==> config.mk <==
export PLATFORM = sky130hd
export DESIGN_NAME = proc_sched
export DESIGN_NICKNAME = d
export VERILOG_FILES = /design/src/rtl/sched_pkg.sv /design/src/rtl/ready_fifo.sv /design/src/rtl/slice_timer.sv /design/src/rtl/proc_sched.sv
export SDC_FILE = /design/constraint.sdc
export NUM_CORES = 1
export LEC_CHECK = 0
export BUFFER_PORTS_ARGS = -buffer_cell sky130_fd_sc_hd__buf_2
export CAP_MARGIN = 20
export CORE_MARGIN = 2
export CORE_UTILIZATION = 29
export CTS_CLUSTER_SIZE = 28
export DETAILED_ROUTE_END_ITERATION = 8
export HOLD_SLACK_MARGIN = 0.03
export PLACE_DENSITY_LB_ADDON = 0.3
export SYNTH_ARGS = -nofsm -noshare
export SYNTH_HDL_FRONTEND = slang
export SYNTH_SLANG_ARGS = --single-unit
==> constraint.sdc <==
create_clock -name clk -period 4.1 [get_ports clk]
set_input_delay 1.23 -clock clk [delete_from_list [all_inputs] [get_ports clk]]
set_output_delay 1.23 -clock clk [all_outputs]
set_load 0.005 [all_outputs]
==> src/rtl/sched_pkg.sv <==
package sched_pkg;

    // Where the next running process comes from
    typedef enum logic [2:0] {
        SRC_NONE,
        SRC_HI_Q,
        SRC_HI_IN,
        SRC_PARK,
        SRC_LO_Q,
        SRC_ROT,
        SRC_LO_IN
    } pick_e;

    function automatic logic is_lo_src(input pick_e s);
        return (s == SRC_PARK) || (s == SRC_LO_Q) || (s == SRC_ROT) || (s == SRC_LO_IN);
    endfunction

endpackage

==> src/rtl/ready_fifo.sv <==
module ready_fifo #(
    parameter int DEPTH = 4,
    parameter int W     = 16
) (
    input  logic         clk,
    input  logic         rst_n,
    input  logic         push0,
    input  logic [W-1:0] din0,
    input  logic         push1,
    input  logic [W-1:0] din1,
    input  logic         pop,
    output logic         empty,
    output logic         full,
    output logic [W-1:0] head,
    output logic         ovf
);
    localparam int AW = (DEPTH > 1) ? $clog2(DEPTH) : 1;
    localparam int CW = $clog2(DEPTH + 1);

    typedef struct packed {
        logic [DEPTH-1:0][W-1:0] mem;
        logic [AW-1:0]           rd;
        logic [AW-1:0]           wr;
        logic [CW-1:0]           cnt;
        logic                    ovf;
    } fifo_st_t;

    fifo_st_t st_d, st_q;

    function automatic logic [AW-1:0] wrap_inc(input logic [AW-1:0] p);
        return (p == AW'(DEPTH - 1)) ? '0 : p + 1'b1;
    endfunction

    logic [CW-1:0] space;
    logic          acc0, acc1, pop_ok;
    logic [AW-1:0] wp;

    always_comb begin
        st_d   = st_q;
        space  = CW'(DEPTH) - st_q.cnt;
        acc0   = push0 && (space != '0);
        acc1   = push1 && (space > CW'(acc0));
        pop_ok = pop && (st_q.cnt != '0);
        wp     = st_q.wr;
        if (acc0) begin
            st_d.mem[wp] = din0;
            wp           = wrap_inc(wp);
        end
        if (acc1) begin
            st_d.mem[wp] = din1;
            wp           = wrap_inc(wp);
        end
        st_d.wr = wp;
        if (pop_ok) begin
            st_d.rd = wrap_inc(st_q.rd);
        end
        st_d.cnt = st_q.cnt + CW'(acc0) + CW'(acc1) - CW'(pop_ok);
        st_d.ovf = st_q.ovf | (push0 & ~acc0) | (push1 & ~acc1);
    end

    always_ff @(posedge clk or negedge rst_n) begin
        if (!rst_n) st_q <= '0;
        else        st_q <= st_d;
    end

    assign empty = (st_q.cnt == '0);
    assign full  = (st_q.cnt == CW'(DEPTH));
    assign head  = st_q.mem[st_q.rd];
    assign ovf   = st_q.ovf;


    no_pop_empty_chk: assert property (@(posedge clk) disable iff (!rst_n)
        pop |-> !empty);


    cnt_bound_chk: assert property (@(posedge clk) disable iff (!rst_n)
        st_q.cnt <= CW'(DEPTH));


    ovf_sticky_chk: assert property (@(posedge clk) disable iff (!rst_n)
        ovf |=> ovf);

endmodule

==> src/rtl/slice_timer.sv <==
module slice_timer #(
    parameter int SLICE_TICKS = 2
) (
    input  logic clk,
    input  logic rst_n,
    input  logic clr,
    input  logic tick_en,
    output logic expired
);
    localparam int CW = $clog2(SLICE_TICKS + 1);

    logic [CW-1:0] cnt_d, cnt_q;

    always_comb begin
        cnt_d = cnt_q;
        if (clr) begin
            cnt_d = '0;
        end else if (tick_en && (cnt_q != CW'(SLICE_TICKS))) begin
            cnt_d = cnt_q + 1'b1;
        end
    end

    always_ff @(posedge clk or negedge rst_n) begin
        if (!rst_n) cnt_q <= '0;
        else        cnt_q <= cnt_d;
    end

    assign expired = (cnt_q == CW'(SLICE_TICKS));


    slice_restart_chk: assert property (@(posedge clk) disable iff (!rst_n)
        clr |=> !expired);


    slice_bound_chk: assert property (@(posedge clk) disable iff (!rst_n)
        cnt_q <= CW'(SLICE_TICKS));

endmodule

==> src/rtl/proc_sched.sv <==
module proc_sched #(
    parameter int PTR_W       = 16,
    parameter int DEPTH       = 4,
    parameter int SLICE_TICKS = 2
) (
    input  logic             clk,
    input  logic             rst_n,
    input  logic             enq_valid,
    input  logic [PTR_W-1:0] enq_wptr,
    input  logic             proc_done,
    input  logic             sched_point,
    input  logic             tick,
    output logic             cur_valid,
    output logic [PTR_W-1:0] cur_wptr,
    output logic             save_regs,
    output logic             hi_full,
    output logic             lo_full,
    output logic             hi_overflow,
    output logic             lo_overflow
);
    import sched_pkg::*;

    typedef struct packed {
        logic             run_v;
        logic [PTR_W-1:0] run_p;
        logic             park_v;
        logic [PTR_W-1:0] park_p;
        logic             save;
    } sched_st_t;

    sched_st_t st_d, st_q;

    logic             hi_empty, lo_empty;
    logic [PTR_W-1:0] hi_head, lo_head;
    logic             hi_push, hi_pop, lo_push0, lo_push1, lo_pop;
    logic             slice_clr, slice_tick, slice_expired;
    logic             run_lo, in_hi, in_lo, leave, rotate, free, hi_avail, preempt;
    pick_e            src;

    ready_fifo #(.DEPTH(DEPTH), .W(PTR_W)) u_hi_q (
        .clk   (clk),
        .rst_n (rst_n),
        .push0 (hi_push),
        .din0  (enq_wptr),
        .push1 (1'b0),
        .din1  ('0),
        .pop   (hi_pop),
        .empty (hi_empty),
        .full  (hi_full),
        .head  (hi_head),
        .ovf   (hi_overflow)
    );

    ready_fifo #(.DEPTH(DEPTH), .W(PTR_W)) u_lo_q (
        .clk   (clk),
        .rst_n (rst_n),
        .push0 (lo_push0),
        .din0  (st_q.run_p),
        .push1 (lo_push1),
        .din1  (enq_wptr),
        .pop   (lo_pop),
        .empty (lo_empty),
        .full  (lo_full),
        .head  (lo_head),
        .ovf   (lo_overflow)
    );

    slice_timer #(.SLICE_TICKS(SLICE_TICKS)) u_slice (
        .clk     (clk),
        .rst_n   (rst_n),
        .clr     (slice_clr),
        .tick_en (slice_tick),
        .expired (slice_expired)
    );

    always_comb begin
        st_d      = st_q;
        st_d.save = 1'b0;

        run_lo   = st_q.run_v & st_q.run_p[0];
        in_hi    = enq_valid & ~enq_wptr[0];
        in_lo    = enq_valid & enq_wptr[0];
        leave    = st_q.run_v & proc_done;
        rotate   = run_lo & sched_point & slice_expired & ~proc_done;
        free     = ~st_q.run_v | leave | rotate;
        hi_avail = ~hi_empty | in_hi;
        preempt  = run_lo & ~free & hi_avail;

        // Choose the source of the next running process
        src = SRC_NONE;
        if ((free | preempt) & hi_avail) begin
            src = hi_empty ? SRC_HI_IN : SRC_HI_Q;
        end else if (free) begin
            if (st_q.park_v)  src = SRC_PARK;
            else if (!lo_empty) src = SRC_LO_Q;
            else if (rotate)  src = SRC_ROT;
            else if (in_lo)   src = SRC_LO_IN;
        end

        // Entries not taken straight through go to their lists
        hi_push  = in_hi & (src != SRC_HI_IN);
        lo_push0 = rotate & (src != SRC_ROT);
        lo_push1 = in_lo & (src != SRC_LO_IN);
        hi_pop   = (src == SRC_HI_Q);
        lo_pop   = (src == SRC_LO_Q);

        unique case (src)
            SRC_HI_Q:  begin st_d.run_v = 1'b1; st_d.run_p = hi_head;     end
            SRC_HI_IN: begin st_d.run_v = 1'b1; st_d.run_p = enq_wptr;    end
            SRC_PARK:  begin st_d.run_v = 1'b1; st_d.run_p = st_q.park_p; end
            SRC_LO_Q:  begin st_d.run_v = 1'b1; st_d.run_p = lo_head;     end
            SRC_ROT:   begin st_d.run_v = 1'b1; st_d.run_p = st_q.run_p;  end
            SRC_LO_IN: begin st_d.run_v = 1'b1; st_d.run_p = enq_wptr;    end
            default:   begin if (free) st_d.run_v = 1'b0;                 end
        endcase

        if (preempt) begin
            st_d.park_v = 1'b1;
            st_d.park_p = st_q.run_p;
            st_d.save   = 1'b1;
        end
        if (src == SRC_PARK) begin
            st_d.park_v = 1'b0;
        end

        slice_clr  = is_lo_src(src);
        slice_tick = run_lo & tick;
    end

    always_ff @(posedge clk or negedge rst_n) begin
        if (!rst_n) st_q <= '0;
        else        st_q <= st_d;
    end

    assign cur_valid = st_q.run_v;
    assign cur_wptr  = st_q.run_p;
    assign save_regs = st_q.save;


    hi_holds_chk: assert property (@(posedge clk) disable iff (!rst_n)
        (cur_valid && !cur_wptr[0] && !proc_done) |=> (cur_valid && cur_wptr == $past(cur_wptr)));


    lo_runs_hi_empty_chk: assert property (@(posedge clk) disable iff (!rst_n)
        (cur_valid && cur_wptr[0]) |-> hi_empty);


    no_early_yield_chk: assert property (@(posedge clk) disable iff (!rst_n)
        (cur_valid && cur_wptr[0] && sched_point && !slice_expired && !proc_done && !enq_valid)
        |=> (cur_valid && cur_wptr == $past(cur_wptr)));


    preempt_one_cycle_chk: assert property (@(posedge clk) disable iff (!rst_n)
        (cur_valid && cur_wptr[0] && !proc_done && !sched_point && enq_valid && !enq_wptr[0])
        |=> (cur_valid && cur_wptr == $past(enq_wptr) && save_regs));


    save_single_pulse_chk: assert property (@(posedge clk) disable iff (!rst_n)
        save_regs |=> !save_regs);


    save_implies_park_chk: assert property (@(posedge clk) disable iff (!rst_n)
        save_regs |-> (st_q.park_v && cur_valid && !cur_wptr[0]));

endmodule

## Yosys cells after proc, flatten, opt, wreduce, memory -nomap -nowiden

Index checks and enable logic that the tools add are counted.

- Word-level logic and storage cells: 154
- Bits of input ports: 22
- Flip-flop bits (word level): 181

- Order comparisons: 9
- $add $sub $neg: 13
- Bitwise operators: 32
- Reduce and logical (&&, ||, !) cells: 24
- Mux-type cells: 36
- Equal/unequal tests: 18

Operators by type and width:

| cell | number |
|---|---|
| $bwmux W64 | 3 |
| $mux W64 | 2 |
| $demux W16 S2 | 3 |
| $mux W16 | 5 |
| $bmux W16 S2 | 2 |
| $pmux W16 S4 | 1 |
| $mux W2 | 10 |
| $mux W18 | 1 |
| $mux W3 | 6 |
| $and A1 B1 Y1 | 17 |
| $eq A3 B3 Y1 const B | 5 |
| $lt A2 B3 Y1 const B | 5 |
| $add A2 B1 Y2 const B | 6 |
| $eq A2 B2 Y1 const B | 6 |
| $reduce_bool A3 Y1 | 4 |
| $add A3 B1 Y3 | 3 |
| $logic_and A1 B1 Y1 | 9 |
| $not A1 Y1 | 8 |
| $or A1 B1 Y1 | 7 |
| $eq A3 B2 Y1 const B | 2 |
| $ge A2 B1 Y1 const B | 3 |
| $logic_not A3 Y1 | 2 |
| $ne A3 B3 Y1 const B | 2 |
| $reduce_bool A2 Y1 | 3 |
| other kinds (11) | 17 |

## Depth between registers and ports, before layout

Gate-level depths: netlist of the first run.

- Word-level depth: 21
- Gate-level depth with buffers: 14

## Modules after synthesis

From an unflattened synthesis of the first run, not the netlist that was laid out.

- Cell total of the unflattened synthesis: 788
- Area total of the unflattened synthesis: 11,471.0 um2

Modules (own cells, without submodules):

| module | cells an instance | seq. area each (um2) | times used | area an instance (um2) |
|---|---|---|---|---|
| ready_fifo | 283 | 1,801.7 | 2 | 4,610.7 |
| proc_sched | 211 | 875.8 | 1 | 2,119.5 |
| slice_timer | 11 | 50.0 | 1 | 130.1 |

## Worst setup path before layout of the first run

No wires, ideal clock.

- Path type: input-to-reg
- Start point: input enq_wptr[0]
- End point: register u_lo_q.st_q[2] (netlist name)
- Library setup time: 0.135 ns
- Buffers on the path: 0
- Slack: 0.125 ns
- Data required time: 3.965 ns
- Data arrival time: 3.839 ns
- Cell stages on the path: 11
- Cell sequence: nand2b_1 -> a21o_1 -> a21oi_1 -> and2_1 -> ha_1 -> or2_2 -> a31oi_1 -> nand2_1 -> fa_1 -> inv_1 -> fa_1

RTL lines:

| element | line | text |
|---|---|---|
| from (decl) | proc_sched.sv:9 | `input logic [PTR_W-1:0] enq_wptr,` |
| to (signal assigned) | ready_fifo.sv:63 | `else st_q <= st_d;` |
| to (decl) | ready_fifo.sv:28 | `fifo_st_t st_d, st_q;` |

==> results.tsv, run 1 <==
stage	metric	value	unit
global_route	grt_pass1_vias	6580	
yosys	synth_compound_area_frac	0.1086	
detailed_routing	dr.pass1.iters	6	
floorplanning	rows	65	
sta	fin_crit	3562	ps
cts	numCtsBuffers	17	
status	status	completed	
detailed_routing	antenna_left	0	
sta	relSlewSlack	0.3144	
sta	final-setup-viol-count	0	
yosys	yosysSeqAreaShare	0.4885	
layout	layout_commonest_cell	dfrtp_1	
yosys	syn_inst	850	
sta	finalMaxSlewViolations	0	
cts	cts.path.max_buffers	2	
global_route	grt_antenna_before_repair	1	
sta	fin_crit_sh	0.8689	
detailed_routing	wl_per_cell	19.99	um
critical_path	cp-start-kind	flip-flop	
detailed_routing	vias	6651	
sta	finalSetupTns	0	ps
yosys	yosysTopAreaCell	dfrtp_1	
critical_path	cp_slowest_cell	dfrtp_1	
critical_path	worstSetupEndpointType	flip-flop	
yosys	synth_simple_gate_area_share	0.1271	
hold_path	hold_class	reg2reg	
yosys	yosysTopAreaCellShare	0.4885	
cts	postCtsSetupRepairBufs	0	
cts	cts_resized	0	
pwr	power_density	794.8	nW/um^2
yosys	synth_top_family_by_area	multiplexers	
floorplanning	io_pins	44	
layout	drive_gt1_frac	0.2229	
floorplanning	core_area	31560	sq um
detailed_routing	wirelength	25550	um
detailed_routing	drc	0	
yosys	syn_nets	899	
layout	area_growth_syn_to_layout	13.08	%
global_route	grt_pass1_wl	40180	um
pwr	ir_drop	0.2584	mV
floorplanning	die_w	182.8	um
yosys	ys_ff_latch	181	
yosys	synth_area_leaders	dfrtp_1 49%, mux4_2 7.8%, nand2_1 5.3%	
critical_path	crit_chain	nor2_1 -> ha_1 -> a21o_1 -> a21oi_1 -> and2_1 -> ha_1 -> or2_2 -> a31oi_1 -> nand2_1 -> fa_1 -> inv_1 -> fa_1	
detailed_routing	via_per_inst	5.204	
placed_design	io_buffers	43	
critical_path	crit_fanout	6	
placed_design	globalplace.congestion	0.7532	
sta	fmax	280.7	MHz
pwr	p_leak	4.537	nW
cts	cts.reportedPaths.clkPinSlew	80	ps
cts	cts.sinks	181	
cts	hold_buffers	0	
floorplanning	die-area	33420	sq um
flow_run	cap_violations	0	
detailed_routing	drt-initial-drc-count	484	
critical_path	worst-setup-path-type	reg2reg	
critical_path	max_stage_delay	430	ps
cts	root_buffer	clkbuf_16	
pwr	power	8.333	mW
layout	final_cell_mix	181 x dfrtp_1, 130 x nand2_1, 77 x a31oi_1	
yosys	synth.avg_cell_area	10.91	sq um
critical_path	cp.required	4420	ps
cts	clock_latency	440	ps
global_route	gr-total-overflow	0	
cts	cts_tree	yes	
sta	finClkSkew	13.44	ps
sta	grt_setup_unrepaired	no	
global_route	grt_start_max_net_pins	85	
yosys	synth-xor-area-share	0.005668	
sta	hold_viol	0	
yosys	muxShareOfSynthArea	0.1734	
cts	cts_htree_levels	4	
yosys	synthAdderAreaFrac	0.03887	
placed_design	dp_hpwl	15940	um
yosys	synth_area	9271	sq um
sta	worst_pin_slew	1028	ps
yosys	yosysWarningCount	0	
layout	final_net_count	911	
floorplanning	initial_core_util	0.2938	
yosys	ys_types	52	
global_route	track_usage	0.1567	
critical_path	arrival	3880	ps
floorplanning	die_y	182.8	um
==> sequential cells by signal, summed over array words and instances (netlist names) <==
register / cells
cur_wptr: 16
st_q: 17
cur_valid: 1
save_regs: 1
u_hi_q.st_q: 71
u_lo_q.ovf: 1
u_lo_q.st_q: 71
u_hi_q.ovf: 1
u_slice.cnt_q: 2
==> final timing paths <==
| check | endpoint | cells after the start | from | slack, ps |
|---|---|---|---|---|
| min in group asynchronous | u_hi_q.ovf$_DFF_PN0_ | 1 | rst_n | 770 |
| min | u_lo_q.ovf$_DFF_PN0_ | 1 | u_lo_q.ovf$_DFF_PN0_ | 470 |
| min reg2reg | u_lo_q.ovf$_DFF_PN0_ | 1 | u_lo_q.ovf$_DFF_PN0_ | 470 |
| max in group asynchronous | u_lo_q.st_q[64]$_DFF_PN0_ | 2 | rst_n | 2370 |
| max reg2reg | u_lo_q.st_q[2]$_DFF_PN0_ | 12 | u_hi_q.st_q[2]$_DFF_PN0_ | 540 |
| max | u_lo_q.st_q[2]$_DFF_PN0_ | 12 | u_hi_q.st_q[2]$_DFF_PN0_ | 540 |
==> metal layers <==
| layer | vias up | GRT usage | wire, um |
|---|---|---|---|
| met5 | - | 0 | 0 |
| met4 | 0 | 0.03392 | 297 |
| met3 | 23 | 0.03118 | 1357 |
| met2 | 185 | 0.2484 | 11900 |
| met1 | 3402 | 0.2230 | 12000 |
| li1 | 3041 | - | - |
==> logic make-up (layout without fill, tap and decap cells) <==
group / count (synthesis) / in the layout
simple gates: 260 / 260
flops: 181 / 181
compound gates: 156 / 156
mux: 111 / 111
buf+inv: 109 / 134
fa+ha+maj: 27 / 27
xor+xnor: 6 / 6
other cells: 0 / 1
==> layout make-up <==
class / count / area, sq um
Antenna cell: 1 / 2.502
Clock buffer: 17 / 425.4
Clock inverter: 15 / 163.9
Fill cell: 3161 / 21070
Inverter: 23 / 86.33
Multi-Input combinational cell: 560 / 4222
Sequential cell: 181 / 4529
Tap cell: 402 / 503.0
Timing Repair Buffer: 79 / 551.8
==> metrics by stage <==
stage | util | instance area (sq um) | worst slack [ps] | hold WS, ps | instances
after CTS | 0.3313 | 10450 | 522.5 | 479.3 | 1276
final | 0.3322 | 10480 | 537.7 | 474.9 | 1278
after floorplan | - | 9271 | 125.3 | 432.8 | 850
after global routing | 0.3322 | 10480 | 355.8 | 495.5 | 1277
after global placement | 0.3126 | 9864 | 175.3 | 450.0 | 1244
after detailed placement | 0.3126 | 9864 | 131.8 | 456.6 | 1244
==> synth_stat cells, drive strengths merged <==
master / n
o31ai: 1
a22oi: 14
o21a: 1
nand2b: 5
a21boi: 1
nand2: 130
nand3b: 4
a311o: 1
a21oi: 9
nand3: 7
xor2: 2
nor3b: 6
o2111ai: 1
a31o: 1
nand4: 2
o21ai: 22
o211a: 4
o211ai: 4
or3b: 1
and2: 5
nand4b: 1
mux2: 77
dfrtp: 181
fa: 3
a21o: 2
a31oi: 77
nor3: 3
and3: 1
clkbuf: 35
or2: 2
o22ai: 17
buf: 51
mux2i: 2
nor2: 71
xnor2: 4
mux4: 32
inv: 23
a311oi: 1
nor2b: 7
nor4b: 15
ha: 24
==> worst max-delay path, delay by kind of cell (launching register included) <==
kind                       cells  cell delay, ps
AOI/OAI and AO/OA              3             460
adders and majority gates      4            1490
buffers and inverters          1              80
DFF                            1             430
and+or+nand+nor                4             970
==> power by group <==
group / switching, mW / leakage [nW] / total (mW) / internal, mW
Clock: 0.814 / 0.285 / 1.63 / 0.817
Combinational: 1.69 / 2.12 / 3.36 / 1.67
Sequential: 0.681 / 2.13 / 3.34 / 2.66
(Power assumes the default switching activity.)
==> inputs of run 2 (changes only) <==
--- a/config.mk
+++ b/config.mk
@@ -5,12 +5,12 @@
 export SDC_FILE = /design/constraint.sdc
 export NUM_CORES = 1
 export LEC_CHECK = 0
-export BUFFER_PORTS_ARGS = -buffer_cell sky130_fd_sc_hd__buf_2
 export CAP_MARGIN = 20
 export CORE_MARGIN = 2
 export CORE_UTILIZATION = 29
 export CTS_CLUSTER_SIZE = 28
 export DETAILED_ROUTE_END_ITERATION = 8
+export DONT_BUFFER_PORTS = 1
 export HOLD_SLACK_MARGIN = 0.03
 export PLACE_DENSITY_LB_ADDON = 0.3
 export SYNTH_ARGS = -nofsm -noshare
==> results.tsv, run 2 (same netlist as run 1, synthesis figures left out) <==
stage	metric	value	unit
status	status	completed	
sta	fmax	284.8	MHz
detailed_routing	via_per_inst	5.285	
global_route	gr-total-overflow	0	
layout	layout_commonest_cell	dfrtp_1	
detailed_routing	vias	6506	
global_route	grt_pass1_vias	6604	
cts	cts.sinks	181	
flow_run	cap_violations	0	
cts	numCtsBuffers	17	
sta	grt_setup_unrepaired	no	
detailed_routing	antenna_left	0	
layout	reg_top3	u_hi_q.st_q: 71 flops, u_lo_q.st_q: 71 flops, st_q: 17 flops	
sta	relSlewSlack	0.3011	
sta	finClkSkew	14.21	ps
floorplanning	initial_core_util	0.2938	
cts	hold_buffers	0	
floorplanning	core_area	31560	sq um
floorplanning	die_y	182.8	um
cts	cts_tree	yes	
layout	multi_input_area	4214	sq um
layout	final_net_count	865	
layout	regArea	4529	sq um
cts	clock_latency	430	ps
sta	finalSetupTns	0	ps
critical_path	cp-start-kind	primary input	
hold_path	hold_class	in2async	
sta	hold_viol	0	
critical_path	worst-setup-path-type	in2reg	
layout	finish.utilization	0.3222	
global_route	grt_start_max_net_pins	182	
placed_design	io_buffers	0	
placed_design	globalplace.congestion	0.7688	
detailed_routing	drc	0	
sta	worst_pin_slew	1048	ps
cts	postCtsSetupRepairBufs	0	
critical_path	arrival	3820	ps
sta	final-setup-viol-count	0	
layout	fin_cells	1231	
detailed_routing	wirelength	25520	um
floorplanning	io_pins	44	
critical_path	worstSetupEndpointType	flip-flop	
cts	cts.path.max_buffers	2	
floorplanning	die-area	33420	sq um
pwr	power	8.152	mW
cts	root_buffer	clkbuf_16	
cts	cts_resized	0	
cts	cts_htree_levels	4	
detailed_routing	drt-initial-drc-count	636	
sta	fin_crit_sh	0.8563	
layout	antenna_cells	0	
pwr	p_leak	4.313	nW
sta	finalMaxSlewViolations	0	
layout	fillers	3158	
detailed_routing	wl_per_cell	20.73	um
layout	drive_gt1_frac	0.1797	
global_route	grt_antenna_before_repair	0	
global_route	grt_pass1_wl	39950	um
layout	final_cell_mix	181 x dfrtp_1, 130 x nand2_1, 77 x a31oi_1	
global_route	track_usage	0.1581	
sta	fin_crit	3511	ps
placed_design	dp.cells	1199	
pwr	power_density	801.7	nW/um^2
layout	area_growth_syn_to_layout	9.676	%
floorplanning	rows	65	
critical_path	cp.required	4410	ps
critical_path	rrSetupSlack	590	ps
pwr	ir_drop	0.2971	mV
floorplanning	die_w	182.8	um
cts	cts.reportedPaths.clkPinSlew	80	ps
critical_path	crit_fanout	4	
placed_design	dp_hpwl	15680	um
detailed_routing	dr.pass1.iters	5	
[run 2: layout make-up]
type	instances	area share
inverter	23	0.008490
clock buffer	17	0.04184
timing repair buffer	33	0.02633
sequential	181	0.4454
clock inverter	15	0.01403
tap	402	0.04946
multi-input combinational	560	0.4144
[run 2: path summary, 6_finish.rpt]
kind,to,startpoint,cells past startpoint
hold / removal,u_hi_q.st_q[3]$_DFF_PN0_,rst_n,0
setup reg to reg,u_lo_q.st_q[2]$_DFF_PN0_,u_hi_q.st_q[2]$_DFF_PN0_,12
min in group clk,u_lo_q.st_q[56]$_DFF_PN0_,u_lo_q.st_q[56]$_DFF_PN0_,1
hold reg to reg,u_lo_q.st_q[56]$_DFF_PN0_,u_lo_q.st_q[56]$_DFF_PN0_,1
max in group asynchronous,u_lo_q.st_q[46]$_DFF_PN0_,rst_n,0
setup / recovery,u_lo_q.st_q[2]$_DFF_PN0_,proc_done,11
[run 2: metal layers]
layer	GRT usage	share of wire	routed length, um
met2	0.2496	0.47	11900
met5	0	0	0
met3	0.04249	0.068	1739
met1	0.2178	0.45	11580
met4	0.03616	0.012	294
[run 2: through the flow]
stage | setup WS (ps) | instance area, sq um | hold slack [ps]
2_1_floorplan | 125.3 | 9271 | 432.8
4_1_cts | 579.2 | 10170 | 467.1
5_1_grt | 357.0 | 10170 | 457.3
3_5_place_dp | 144.1 | 9600 | 453.1
6_report | 589.0 | 10170 | 477.0
3_3_place_gp | 208.3 | 9585 | 450.7
[run 2: worst max-delay path, stage by stage]
cell and delay, ps:
nor3b_1 290, a21o_1 150, a21oi_1 90, and2_1 170, ha_1 280, or2_2 280
a31oi_1 250, nand2_1 170, fa_1 410, inv_1 80, fa_1 410
[run 2: where the power goes]
part | internal [mW] | switching [mW]
Combinational | 1.60 | 1.52
Clock | 0.806 | 0.797
Sequential | 2.66 | 0.770
==> inputs of run 3 (changes only) <==
==> constraint.sdc (replaced) <==
create_clock -name clk -period 2.9 [get_ports clk]
set_input_delay 0.87 -clock clk [delete_from_list [all_inputs] [get_ports clk]]
set_output_delay 0.87 -clock clk [all_outputs]
set_load 0.005 [all_outputs]
==> results.tsv, run 3 (same netlist as run 1, synthesis figures left out) <==
stage	metric	value	unit
layout	layout_commonest_cell	dfrtp_1	
cts	cts.sinks	181	
pwr	ir_drop	0.3495	mV
placed_design	dp_hpwl	15960	um
detailed_routing	vias	6518	
floorplanning	io_pins	44	
placed_design	globalplace.congestion	0.7307	
detailed_routing	drt-initial-drc-count	604	
sta	fin_crit_sh	0.9698	
critical_path	cp-start-kind	flip-flop	
pwr	pwr-share-seq	0.394	
placed_design	io_buffers	0	
global_route	grt_start_max_net_pins	182	
sta	fmax	355.6	MHz
floorplanning	initial_core_util	0.2938	
layout	area_growth_syn_to_layout	14.47	%
global_route	top_usage_layer	met2	
layout	antenna_cells	0	
pwr	pwr-share-clk	0.193	
hold_path	hold_class	in2async	
placed_design	post-place-ws	-208.5	ps
cts	cts.reportedPaths.clkPinSlew	80	ps
critical_path	worstSetupEndpointType	flip-flop	
cts	cts.path.max_buffers	2	
sta	worst_pin_slew	817.9	ps
global_route	met3_usage	0.03515	
critical_path	cp.required	3220	ps
sta	hold_ws	123.9	ps
critical_path	r2r-start	u_lo_q.st_q[2]$_DFF_PN0_	
layout	design_area	10610	sq um
layout	final_net_count	895	
detailed_routing	antenna_left	0	
critical_path	crit_fanout	2	
global_route	grt_pass1_vias	6482	
layout	fillers	3133	
layout	drive_gt1_frac	0.2282	
detailed_routing	via_per_inst	5.169	
critical_path	arrival	3130	ps
pwr	power_density	1121	nW/um^2
critical_path	r2r_end	u_lo_q.st_q[2]$_DFF_PN0_	
layout	finish.utilization	0.3363	
global_route	track_usage	0.1557	
pwr	p_sw	4.362	mW
pwr	power.share.combinational	0.413	
layout	reg_top3	u_hi_q.st_q: 71 flops, u_lo_q.st_q: 71 flops, st_q: 17 flops	
flow_run	cap_violations	0	
cts	clock_latency	430	ps
pwr	p_leak	4.515	nW
pwr	sw_frac_of_total	0.3665	
cts	root_buffer	clkbuf_16	
cts	cts_htree_levels	4	
critical_path	worst-setup-path-type	reg2reg	
pwr	power	11.90	mW
floorplanning	die_y	182.8	um
layout	regArea	4529	sq um
sta	relSlewSlack	0.4547	
sta	final-setup-viol-count	0	
layout	multi_input_area	4309	sq um
layout	final_cell_mix	181 x dfrtp_1, 129 x nand2_1, 76 x a31oi_1	
global_route	grt_antenna_before_repair	0	
floorplanning	die-area	33420	sq um
detailed_routing	dr.pass1.iters	5	
pwr	cell_internal_pwr	7.538	mW
sta	hold_viol	0	
critical_path	rrSetupSlack	90	ps
sta	grt_setup_unrepaired	yes	
global_route	gr-total-overflow	0	
floorplanning	die_w	182.8	um
cts	hold_buffers	0	
sta	fin_crit	2813	ps
placed_design	dpl-instance-area	9975	sq um
global_route	grtUsageMet1	0.2106	
detailed_routing	wirelength	25440	um
sta	finClkSkew	13.62	ps
cts	cts_tree	yes	
floorplanning	core_area	31560	sq um
global_route	grt_util_met2	0.2519	
detailed_routing	drc	0	
critical_path	r2r_cells	13	
detailed_routing	wl_per_cell	20.17	um
cts	numCtsBuffers	17	
sta	finalMaxSlewViolations	0	
status	status	completed	
floorplanning	rows	65	
global_route	grt_pass1_wl	39520	um
sta	fin_ws	87.48	ps
==> run 3: cell count changes in the layout (fill, tap and decap cells not counted), moves of 3 or more <==
cell / before / now
buf_12: 1 / 11
ha_4: 0 / 3
buf_4: 31 / 52
inv_2: 1 / 4
inv_1: 22 / 19
ha_1: 24 / 20
==> run 3: worst max-delay path: stages (launching register included) <==
cell	delay [ps]
dfrtp_1	370
inv_2	60
ha_4	160
ha_4	160
nor2b_4	130
a21oi_2	150
and2_4	180
ha_4	200
or2_4	240
a31oi_4	150
nand2_2	90
fa_2	350
inv_2	60
fa_1	400
==> run 3: what timing repair did <==
action | 4_1_cts | 5_1_grt
setup endpoints to repair | 2 | 34
gates resized for setup | 2 | 9
buffers inserted | 1 | 2
pin swaps | 0 | 2
==> run 3: worst max-delay path by stage <==
stage	end	from	cells after the start
3_3_place_gp	u_lo_q.st_q[2]$_DFF_PN0_	enq_wptr[0]	11
5_1_grt	u_lo_q.st_q[2]$_DFF_PN0_	u_lo_q.st_q[2]$_DFF_PN0_	13
2_1_floorplan	u_lo_q.st_q[2]$_DFF_PN0_	enq_wptr[0]	11
6_report	u_lo_q.st_q[2]$_DFF_PN0_	u_lo_q.st_q[2]$_DFF_PN0_	13
3_5_place_dp	u_lo_q.st_q[2]$_DFF_PN0_	proc_done	11
4_1_cts	u_lo_q.st_q[2]$_DFF_PN0_	u_lo_q.st_q[2]$_DFF_PN0_	13
==> run 3: power groups by stage <==
stage | Combinational [mW] | Sequential [mW] | Clock [mW]
final | 4.92 | 4.69 | 2.29
after global routing | 5.43 | 4.87 | 2.45
after CTS | 4.88 | 4.70 | 2.34
after detailed placement | 4.86 | 4.74 | 0
after global placement | 4.73 | 4.71 | 0
after floorplan | 3.77 | 4.33 | 0
==> run 3: final cells by class <==
cell class	instances	area share
sequential	181	0.4268
multi-input combinational	560	0.4060
timing repair buffer	63	0.05753
tap	402	0.04739
clock buffer	19	0.04268
clock inverter	13	0.01144
inverter	23	0.008135
==> run 3: routing by layer <==
metal	wire length [um]	up-vias
met3	1610	26
met2	11930	165
met5	0	-
met1	11520	3328
li1	-	2999
met4	369	0
==> run 3: stage by stage <==
step,cells,setup TNS [ps]
after detailed placement,1226,-3014
after global routing,1261,-30.35
after floorplan,850,-372.8
after CTS,1259,0
final,1261,0
after global placement,1226,-954.2
